### src/rtl/prio_irq_pkg.sv
package prio_irq_pkg;
    typedef enum logic [1:0] {
        S_IDLE   = 2'd0,
        S_ACTIVE = 2'd1,
        S_ACK    = 2'd2
    } irq_state_e;
endpackage

### src/rtl/prio_irq_lowest.sv
module prio_irq_lowest #(
    parameter int N  = 8,
    parameter int IW = 3
) (
    input  logic [N-1:0]  req,
    output logic          found,
    output logic [IW-1:0] idx
);
    always_comb begin
        found = |req;
        idx   = '0;
        for (int i = N - 1; i >= 0; i--) begin
            if (req[i]) idx = IW'(i);
        end
    end
endmodule

### src/rtl/prio_irq_pending.sv
module prio_irq_pending #(
    parameter int N = 8
) (
    input  logic         clk,
    input  logic         rst_n,
    input  logic [N-1:0] lines,
    input  logic [N-1:0] ack_live,
    input  logic [N-1:0] take_mask,
    output logic [N-1:0] pend
);
    always_ff @(posedge clk) begin
        if (!rst_n) pend <= '0;
        else        pend <= (pend | (lines & ~ack_live)) & ~take_mask;
    end
endmodule

### src/rtl/prio_irq_inservice.sv
module prio_irq_inservice #(
    parameter int N  = 8,
    parameter int IW = 3
) (
    input  logic          clk,
    input  logic          rst_n,
    input  logic [N-1:0]  push_mask,
    input  logic          pop,
    output logic          any,
    output logic          last,
    output logic [IW-1:0] level
);
    logic [N-1:0] act_q;

    // Nesting only pushes more urgent levels, so the stack top is the lowest set bit.
    always_ff @(posedge clk) begin
        if (!rst_n)   act_q <= '0;
        else if (pop) act_q <= act_q & (act_q - N'(1));
        else          act_q <= act_q | push_mask;
    end

    assign last = $onehot(act_q);

    prio_irq_lowest #(.N(N), .IW(IW)) u_top (
        .req   (act_q),
        .found (any),
        .idx   (level)
    );
endmodule

### src/rtl/prio_irq_ctrl.sv
module prio_irq_ctrl
    import prio_irq_pkg::*;
#(
    parameter int NUM_LINES = 8,
    localparam int IDX_W = (NUM_LINES > 1) ? $clog2(NUM_LINES) : 1
) (
    input  logic                 clk,
    input  logic                 rst_n,
    input  logic [NUM_LINES-1:0] irq_lines,
    input  logic                 int_en,
    input  logic                 nest_en,
    input  logic                 insn_boundary,
    input  logic                 eoi,
    output logic                 cpu_irq,
    output logic [IDX_W-1:0]     cpu_vec,
    output logic [NUM_LINES-1:0] dev_ack
);
    irq_state_e             state_q, state_d;
    logic [NUM_LINES-1:0]   pend_q, elig, take_mask, ack_q;
    logic                   is_any, is_last, elig_any, take, pop;
    logic [IDX_W-1:0]       cur_lvl, win_idx;

    prio_irq_pending #(.N(NUM_LINES)) u_pend (
        .clk       (clk),
        .rst_n     (rst_n),
        .lines     (irq_lines),
        .ack_live  (dev_ack),
        .take_mask (take_mask),
        .pend      (pend_q)
    );

    prio_irq_inservice #(.N(NUM_LINES), .IW(IDX_W)) u_isr (
        .clk       (clk),
        .rst_n     (rst_n),
        .push_mask (take_mask),
        .pop       (pop),
        .any       (is_any),
        .last      (is_last),
        .level     (cur_lvl)
    );

    // Eligibility per line: nothing in service, or nesting and strictly more urgent.
    for (genvar g = 0; g < NUM_LINES; g++) begin : g_elig
        assign elig[g] = pend_q[g] & (~is_any | (nest_en & (IDX_W'(g) < cur_lvl)));
    end

    prio_irq_lowest #(.N(NUM_LINES), .IW(IDX_W)) u_win (
        .req   (elig),
        .found (elig_any),
        .idx   (win_idx)
    );

    assign take      = cpu_irq & insn_boundary & ~eoi;
    assign pop       = eoi & is_any & (state_q != S_ACK);
    assign take_mask = take ? (NUM_LINES'(1) << win_idx) : '0;

    always_ff @(posedge clk) begin
        if (!rst_n)    ack_q <= '0;
        else if (take) ack_q <= take_mask;
    end

    // State register
    always_ff @(posedge clk) begin
        if (!rst_n) state_q <= S_IDLE;
        else        state_q <= state_d;
    end

    // Next state
    always_comb begin
        state_d = state_q;
        unique case (state_q)
            S_IDLE:   if (take) state_d = S_ACK;
            S_ACTIVE: begin
                if (take)                 state_d = S_ACK;
                else if (pop && is_last)  state_d = S_IDLE;
            end
            S_ACK:    state_d = S_ACTIVE;
            default:  state_d = S_IDLE;
        endcase
    end

    // Outputs
    always_comb begin
        cpu_irq = 1'b0;
        cpu_vec = '0;
        dev_ack = '0;
        unique case (state_q)
            S_IDLE, S_ACTIVE: begin
                cpu_irq = int_en & elig_any;
                cpu_vec = cpu_irq ? win_idx : '0;
            end
            S_ACK:   dev_ack = ack_q;
            default: ;
        endcase
    end
endmodule

### config.mk
export PLATFORM = sky130hd
export DESIGN_NAME = prio_irq_ctrl
export DESIGN_NICKNAME = d
export VERILOG_FILES = /design/src/rtl/prio_irq_pkg.sv /design/src/rtl/prio_irq_lowest.sv /design/src/rtl/prio_irq_pending.sv /design/src/rtl/prio_irq_inservice.sv /design/src/rtl/prio_irq_ctrl.sv
export SDC_FILE = /design/constraint.sdc
export NUM_CORES = 1
export LEC_CHECK = 0
export ABC_AREA = 1
export BUFFER_PORTS_ARGS = -buffer_cell sky130_fd_sc_hd__buf_2
export CAP_MARGIN = 5
export CORE_MARGIN = 5
export CORE_UTILIZATION = 61
export CTS_CLUSTER_DIAMETER = 100
export DETAILED_ROUTE_END_ITERATION = 10
export PLACE_DENSITY = 0.85
export SLEW_MARGIN = 20
export SYNTH_ARGS = -nofsm -noshare
export SYNTH_HDL_FRONTEND = slang
export SYNTH_SLANG_ARGS = --single-unit
export TNS_END_PERCENT = 1
### constraint.sdc
create_clock -name clk -period 5.1 [get_ports clk]
set_input_delay 1.02 -clock clk [delete_from_list [all_inputs] [get_ports clk]]
set_output_delay 1.02 -clock clk [all_outputs]
set_load 0.01 [all_outputs]
==> results of run 1 <==
## registers in the layout (all words and copies together) (netlist names)
| signal | cells |
|---|---|
| ack_q | 8 |
| u_pend.pend | 8 |
| state_q | 2 |
| u_isr.act_q | 8 |
## power groups by stage
stage          registers [mW]  clock network [mW]  logic (mW)
4_1_cts                 0.228               0.144       0.253
3_5_place_dp            0.232                   0       0.252
5_1_grt                 0.230               0.155       0.292
6_report                0.228               0.143       0.256
3_3_place_gp            0.232                   0       0.245
2_1_floorplan           0.229                   0       0.198
## worst paths after layout
path             startpoint    endpoint  slack [ns]  cells past startpoint
min reg2reg        ack_q[3]    ack_q[3]        0.47                      2
max          u_isr.act_q[0]  cpu_vec[1]        1.53                     17
max reg2reg  u_isr.act_q[2]  state_q[0]        2.00                     12
min                ack_q[3]    ack_q[3]        0.47                      2
## synthesized netlist by cell type, types with 2 or more instances
library cell	count	area [µm²]
a21oi_1	26	130.1
inv_1	40	150.1
nand2_2	8	50.05
a21oi_2	2	17.52
nor3_1	2	10.01
inv_2	7	26.28
clkinv_1	2	7.510
fa_1	4	80.08
nand2_1	59	221.5
nand3_1	14	70.07
dfxtp_1	26	520.5
ha_1	12	150.1
nor2_2	2	12.51
clkbuf_1	2	7.510
nor2_4	3	33.78
nor2_1	26	97.59
o21ai_0	15	75.07
nand3_2	2	20.02
## area by class of cell
type / count / area share (%)
Tap cell: 31 / 2.012
Clock buffer: 3 / 1.168
Multi-Input combinational cell: 180 / 52.24
Timing Repair Buffer: 25 / 6.489
Inverter: 49 / 9.539
Clock inverter: 1 / 1.557
Sequential cell: 26 / 27.00
## stage by stage
| stage | util (%) | setup slack, ns | instances |
|---|---|---|---|
| 6_report | 70.53 | 1.532 | 315 |
| 3_5_place_dp | 68.60 | 1.768 | 311 |
| 2_1_floorplan | - | 1.961 | 259 |
| 3_3_place_gp | 68.60 | 1.850 | 311 |
| 5_1_grt | 70.53 | 1.295 | 315 |
| 4_1_cts | 70.53 | 1.576 | 315 |
## metal layers
metal  vias up  GRT usage [%]  share of wire [%]
li1        862              -                  -
met1       740          28.16                 45
met2        56          34.64                 47
met3         6          5.329                7.1
met4         0          4.935                1.1
met5         -              0                  0
## critical path, cell delays in order, from the launching register on
cell and delay (ns):
dfxtp_1 0.44, inv_1 0.12, ha_1 0.23, nand2_1 0.09
inv_2 0.05, nand3_1 0.15, inv_1 0.14, nor2_2 0.15
o21ai_1 0.08, nand2_1 0.09, nand2_1 0.08, nor2_2 0.16
nand2_2 0.08, nand2_1 0.06, nor2_1 0.05, inv_1 0.07
nor2_1 0.04, buf_2 0.13
## cell families after synthesis
logic type / count (synthesis) / share of synthesized area [%]
adders and majority gates: 16 / 13.28
DFF: 26 / 30.01
AOI/OAI and AO/OA: 46 / 14.36
and+or+nand+nor: 118 / 30.45
buffers and inverters: 53 / 11.90
==> impl_metrics.yaml, run 1 <==
yosys:
  postSynth.asyncResetShare_pct: 0
  syn-cell-area_mm2: 0.001734
  synth-seq-area-share_pct: 30.01
  ys_seq_elements: 26
  synth_edf_count: 0
  yosysUniqueCellTypes: 25
  syn_inst: 259
  syn_nets: 289
  synth-main-ff-cell: "dfxtp_1"
  syn_area_per_cell_um2: 6.696
  ys.warnings.count: 0
floorplan:
  start_util_pct: 63.43
  ioPinCount: 26
  floorplan.core_area_mm2: 0.002734
  die_area_mm2: 0.004009
  die_x_um: 63.32
  die_y_um: 63.32
  placementRows: 19
cells_and_area:
  layout_commonest_cell: "nand2_1"
  seqCellArea_um2: 520.5
  fillCellCount: 242
  synthToLayoutAreaGrowth_pct: 11.18
  n_antenna_cell: 0
  drive_above_1_share_pct: 19.37
  postLayoutCellArea_mm2: 0.001928
  nets: 315
  multi_input_area_mm2: 0.001007
  final_cell_mix: "nand2_1, inv_1, nor2_1, a21oi_1, dfxtp_1"
power_and_ir_drop:
  p_seq_share_pct: 36.4
  leakage_nw: 1.020
  p_clk_share_pct: 22.8
  comb_power_share_pct: 40.8
  switchingPower_uw: 248.1
  power.density_mw_per_mm2: 325.3
  switching_share_pct: 39.56
  total_power_uw: 627.2
  vdd_drop_max_mv: 0.3159
  power.internal_uw: 379.0
sta:
  fin_tns_setup_ns: 0
  tightest_slew_ns: 0.3676
  finalSetupViolCount: 0
  fin_crit_sh_pct: 69.96
  rsz0062_at_grt: "no"
  maxSlewHeadroom_pct: 75.27
  finalHoldViolations: 0
  layout_min_cycle_time_ns: 3.568
  fin_worst_skew_ns: 0.01089
  drv_slew: 0
  hold_slack_ns: 0.4749
  max_freq_mhz: 280.3
route:
  first_iter_violations: 70
  via_per_inst: 5.283
  vias: 1664
  routedWlPerCell_um: 12.73
  wirelength_um: 4010
  dr.pass1.iters: 4
  drc: 0
  antenna_left: 0
clocking:
  h-tree-depth: 1
  cts_setup_buffers: 0
  ctsResizeCount: 0
  cts_tree: "done"
  hold_buffers: 0
  root_buffer: "clkbuf_4"
  clk_latency_ns: 0.33
  cts_buffer_depth: 2
  cts_buffers: 3
  cts.sink_count: 26
  clk_pin_slew_ns: 0.15
global_route:
  grt.overflow.total: 0
  grt_max_degree: 18
  antenna_found_initial: 0
  grt_util_all_layers_pct: 21.27
  grt_pass1_vias: 1560
  grt_pass1_wl_um: 6920
worst_setup_path:
  start_kind: "register"
  endpoint_kind: "output port"
  critPathMaxFanout: 5
  critPathKind: "reg -> out"
  crit_arrival_ns: 2.55
  worstPathRequired_ns: 4.08
placement:
  port_buffers: 25
  hpwl_um: 3226
  globalplace.congestion: 0.9174
  place_area_mm2: 0.001876
status:
  status: "finished, final reports clean"
job:
  max_cap_violations: 0
hold_path:
  min_path_type: "reg -> reg"
(Power assumes the default switching activity.)
==> run 2: changes to the inputs <==
--- a/config.mk
+++ b/config.mk
@@ -9,10 +9,10 @@
 export BUFFER_PORTS_ARGS = -buffer_cell sky130_fd_sc_hd__buf_2
 export CAP_MARGIN = 5
 export CORE_MARGIN = 5
-export CORE_UTILIZATION = 61
+export CORE_UTILIZATION = 51
 export CTS_CLUSTER_DIAMETER = 100
 export DETAILED_ROUTE_END_ITERATION = 10
-export PLACE_DENSITY = 0.85
+export PLACE_DENSITY = 0.75
 export SLEW_MARGIN = 20
 export SYNTH_ARGS = -nofsm -noshare
 export SYNTH_HDL_FRONTEND = slang
==> constraint.sdc (replaced) <==
create_clock -name clk -period 2.9 [get_ports clk]
set_input_delay 0.58 -clock clk [delete_from_list [all_inputs] [get_ports clk]]
set_output_delay 0.58 -clock clk [all_outputs]
set_load 0.01 [all_outputs]
==> impl_metrics.yaml, run 2 (synthesized netlist as in run 1, its figures left out) <==
route:
  antenna_left: 0
  routedWlPerCell_um: 12.50
  via_per_inst: 5.020
  drc: 0
  wirelength_um: 4286
  dr.pass1.iters: 4
  first_iter_violations: 105
  vias: 1722
worst_setup_path:
  worstPathRequired_ns: 3.14
  endpoint_kind: "register"
  crit_arrival_ns: 3.06
  critPathMaxFanout: 3
  critPathKind: "reg -> reg"
  start_kind: "register"
clocking:
  clk_latency_ns: 0.34
  cts_buffers: 3
  cts.sink_count: 26
  clk_pin_slew_ns: 0.16
  cts_buffer_depth: 2
  root_buffer: "clkbuf_4"
  cts_tree: "done"
  h-tree-depth: 1
sta:
  maxSlewHeadroom_pct: 76.79
  fin_crit_sh_pct: 97.13
  finalHoldViolations: 0
  layout_min_cycle_time_ns: 2.817
  rsz0062_at_grt: "yes"
  max_freq_mhz: 355.0
  fin_worst_skew_ns: 0.007619
  tightest_slew_ns: 0.3477
  drv_slew: 0
  finalSetupViolCount: 0
  fin_tns_setup_ns: 0
floorplan:
  floorplan.core_area_mm2: 0.003311
  ioPinCount: 26
  placementRows: 21
  start_util_pct: 52.38
  die_x_um: 68.31
  die_y_um: 68.31
  die_area_mm2: 0.004666
power_and_ir_drop:
  power.density_mw_per_mm2: 551.7
  vdd_drop_max_mv: 0.3456
  leakage_nw: 1.114
  total_power_mw: 1.201
cells_and_area:
  final_cell_mix: "nand2_1, inv_1, nor2_1, a21oi_1, buf_2"
  n_antenna_cell: 0
  fillCellCount: 316
  synthToLayoutAreaGrowth_pct: 25.54
  nets: 328
  largestRegisters: "ack_q (8), u_isr.act_q (8), u_pend.pend (8)"
  drive_above_1_share_pct: 35.35
  layout_commonest_cell: "nand2_1"
global_route:
  grt_pass1_vias: 1448
  grt_max_degree: 18
  antenna_found_initial: 0
  grt_util_all_layers_pct: 18.88
  grt.overflow.total: 0
  grt_pass1_wl_um: 6561
placement:
  globalplace.congestion: 0.8636
  hpwl_um: 3261
  port_buffers: 25
status:
  status: "finished, final reports clean"
hold_path:
  min_path_type: "reg -> reg"
job:
  max_cap_violations: 0
## run 2: cell types whose count changed in the layout (fill, tap and decap cells not counted), sizes merged
cell | previous run | this run
buf | 25 | 38
## run 2: layout make-up
type | instances | area, µm² | share of cell area [%]
Tap cell | 46 | 57.56 | 2.644
Inverter | 49 | 186.4 | 8.563
Timing Repair Buffer | 38 | 226.5 | 10.40
Clock buffer | 3 | 22.52 | 1.034
Multi-Input combinational cell | 180 | 1116 | 51.26
Sequential cell | 26 | 538.0 | 24.71
Clock inverter | 1 | 30.03 | 1.379
## run 2: through the flow
stage          utilization, %  instances  hold slack [ns]  setup slack [ns]  area, µm²
6_report                65.76        343           0.4781           0.08316       2177
5_1_grt                 65.76        343           0.4806          -0.08315       2177
4_1_cts                 60.96        337           0.4771         0.0002107       2018
3_5_place_dp            58.13        330           0.4566           0.05622       1924
3_3_place_gp            58.13        330           0.4535            0.1043       1924
2_1_floorplan               -        259           0.4435            0.1684       1734
## run 2: worst paths after layout
check                 startpoint    endpoint  slack [ns]  cells past startpoint
hold / removal          ack_q[5]    ack_q[5]        0.48                      2
setup / recovery  u_isr.act_q[7]  state_q[0]        0.08                     12
setup reg to reg  u_isr.act_q[7]  state_q[0]        0.08                     12
hold reg to reg         ack_q[5]    ack_q[5]        0.48                      2
## run 2: what timing repair did
action	in CTS	in global routing
pin swaps	4	16
setup endpoints to repair	5	5
hold endpoints to repair	0	0
hold buffers	0	0
gates resized for setup	12	36
buffers inserted	3	6
## run 2: power breakdown
part           internal [mW]  switching (mW)  total (mW)
combinational          0.198           0.346       0.544
clock                  0.140           0.119       0.259
sequential             0.382          0.0171       0.399
total                  0.720           0.481        1.20
## run 2: metal layers
| layer | track usage (%) | routed length [µm] | share of wire, % |
|---|---|---|---|
| met3 | 2.627 | 273 | 6.4 |
| met1 | 26.97 | 1933 | 45 |
| met2 | 28.64 | 2007 | 47 |
| met5 | 0 | 0 | 0 |
| met4 | 6.948 | 71 | 1.7 |
## run 2: worst max-delay path, stage by stage (launching register included)
cell     delay (ns)
dfxtp_2        0.37
inv_1          0.06
ha_2           0.30
inv_1          0.05
fa_2           0.38
inv_2          0.06
fa_1           0.41
ha_2           0.20
fa_1           0.37
nor4_2         0.26
a21oi_1        0.10
nand2_1        0.09
a21oi_2        0.06
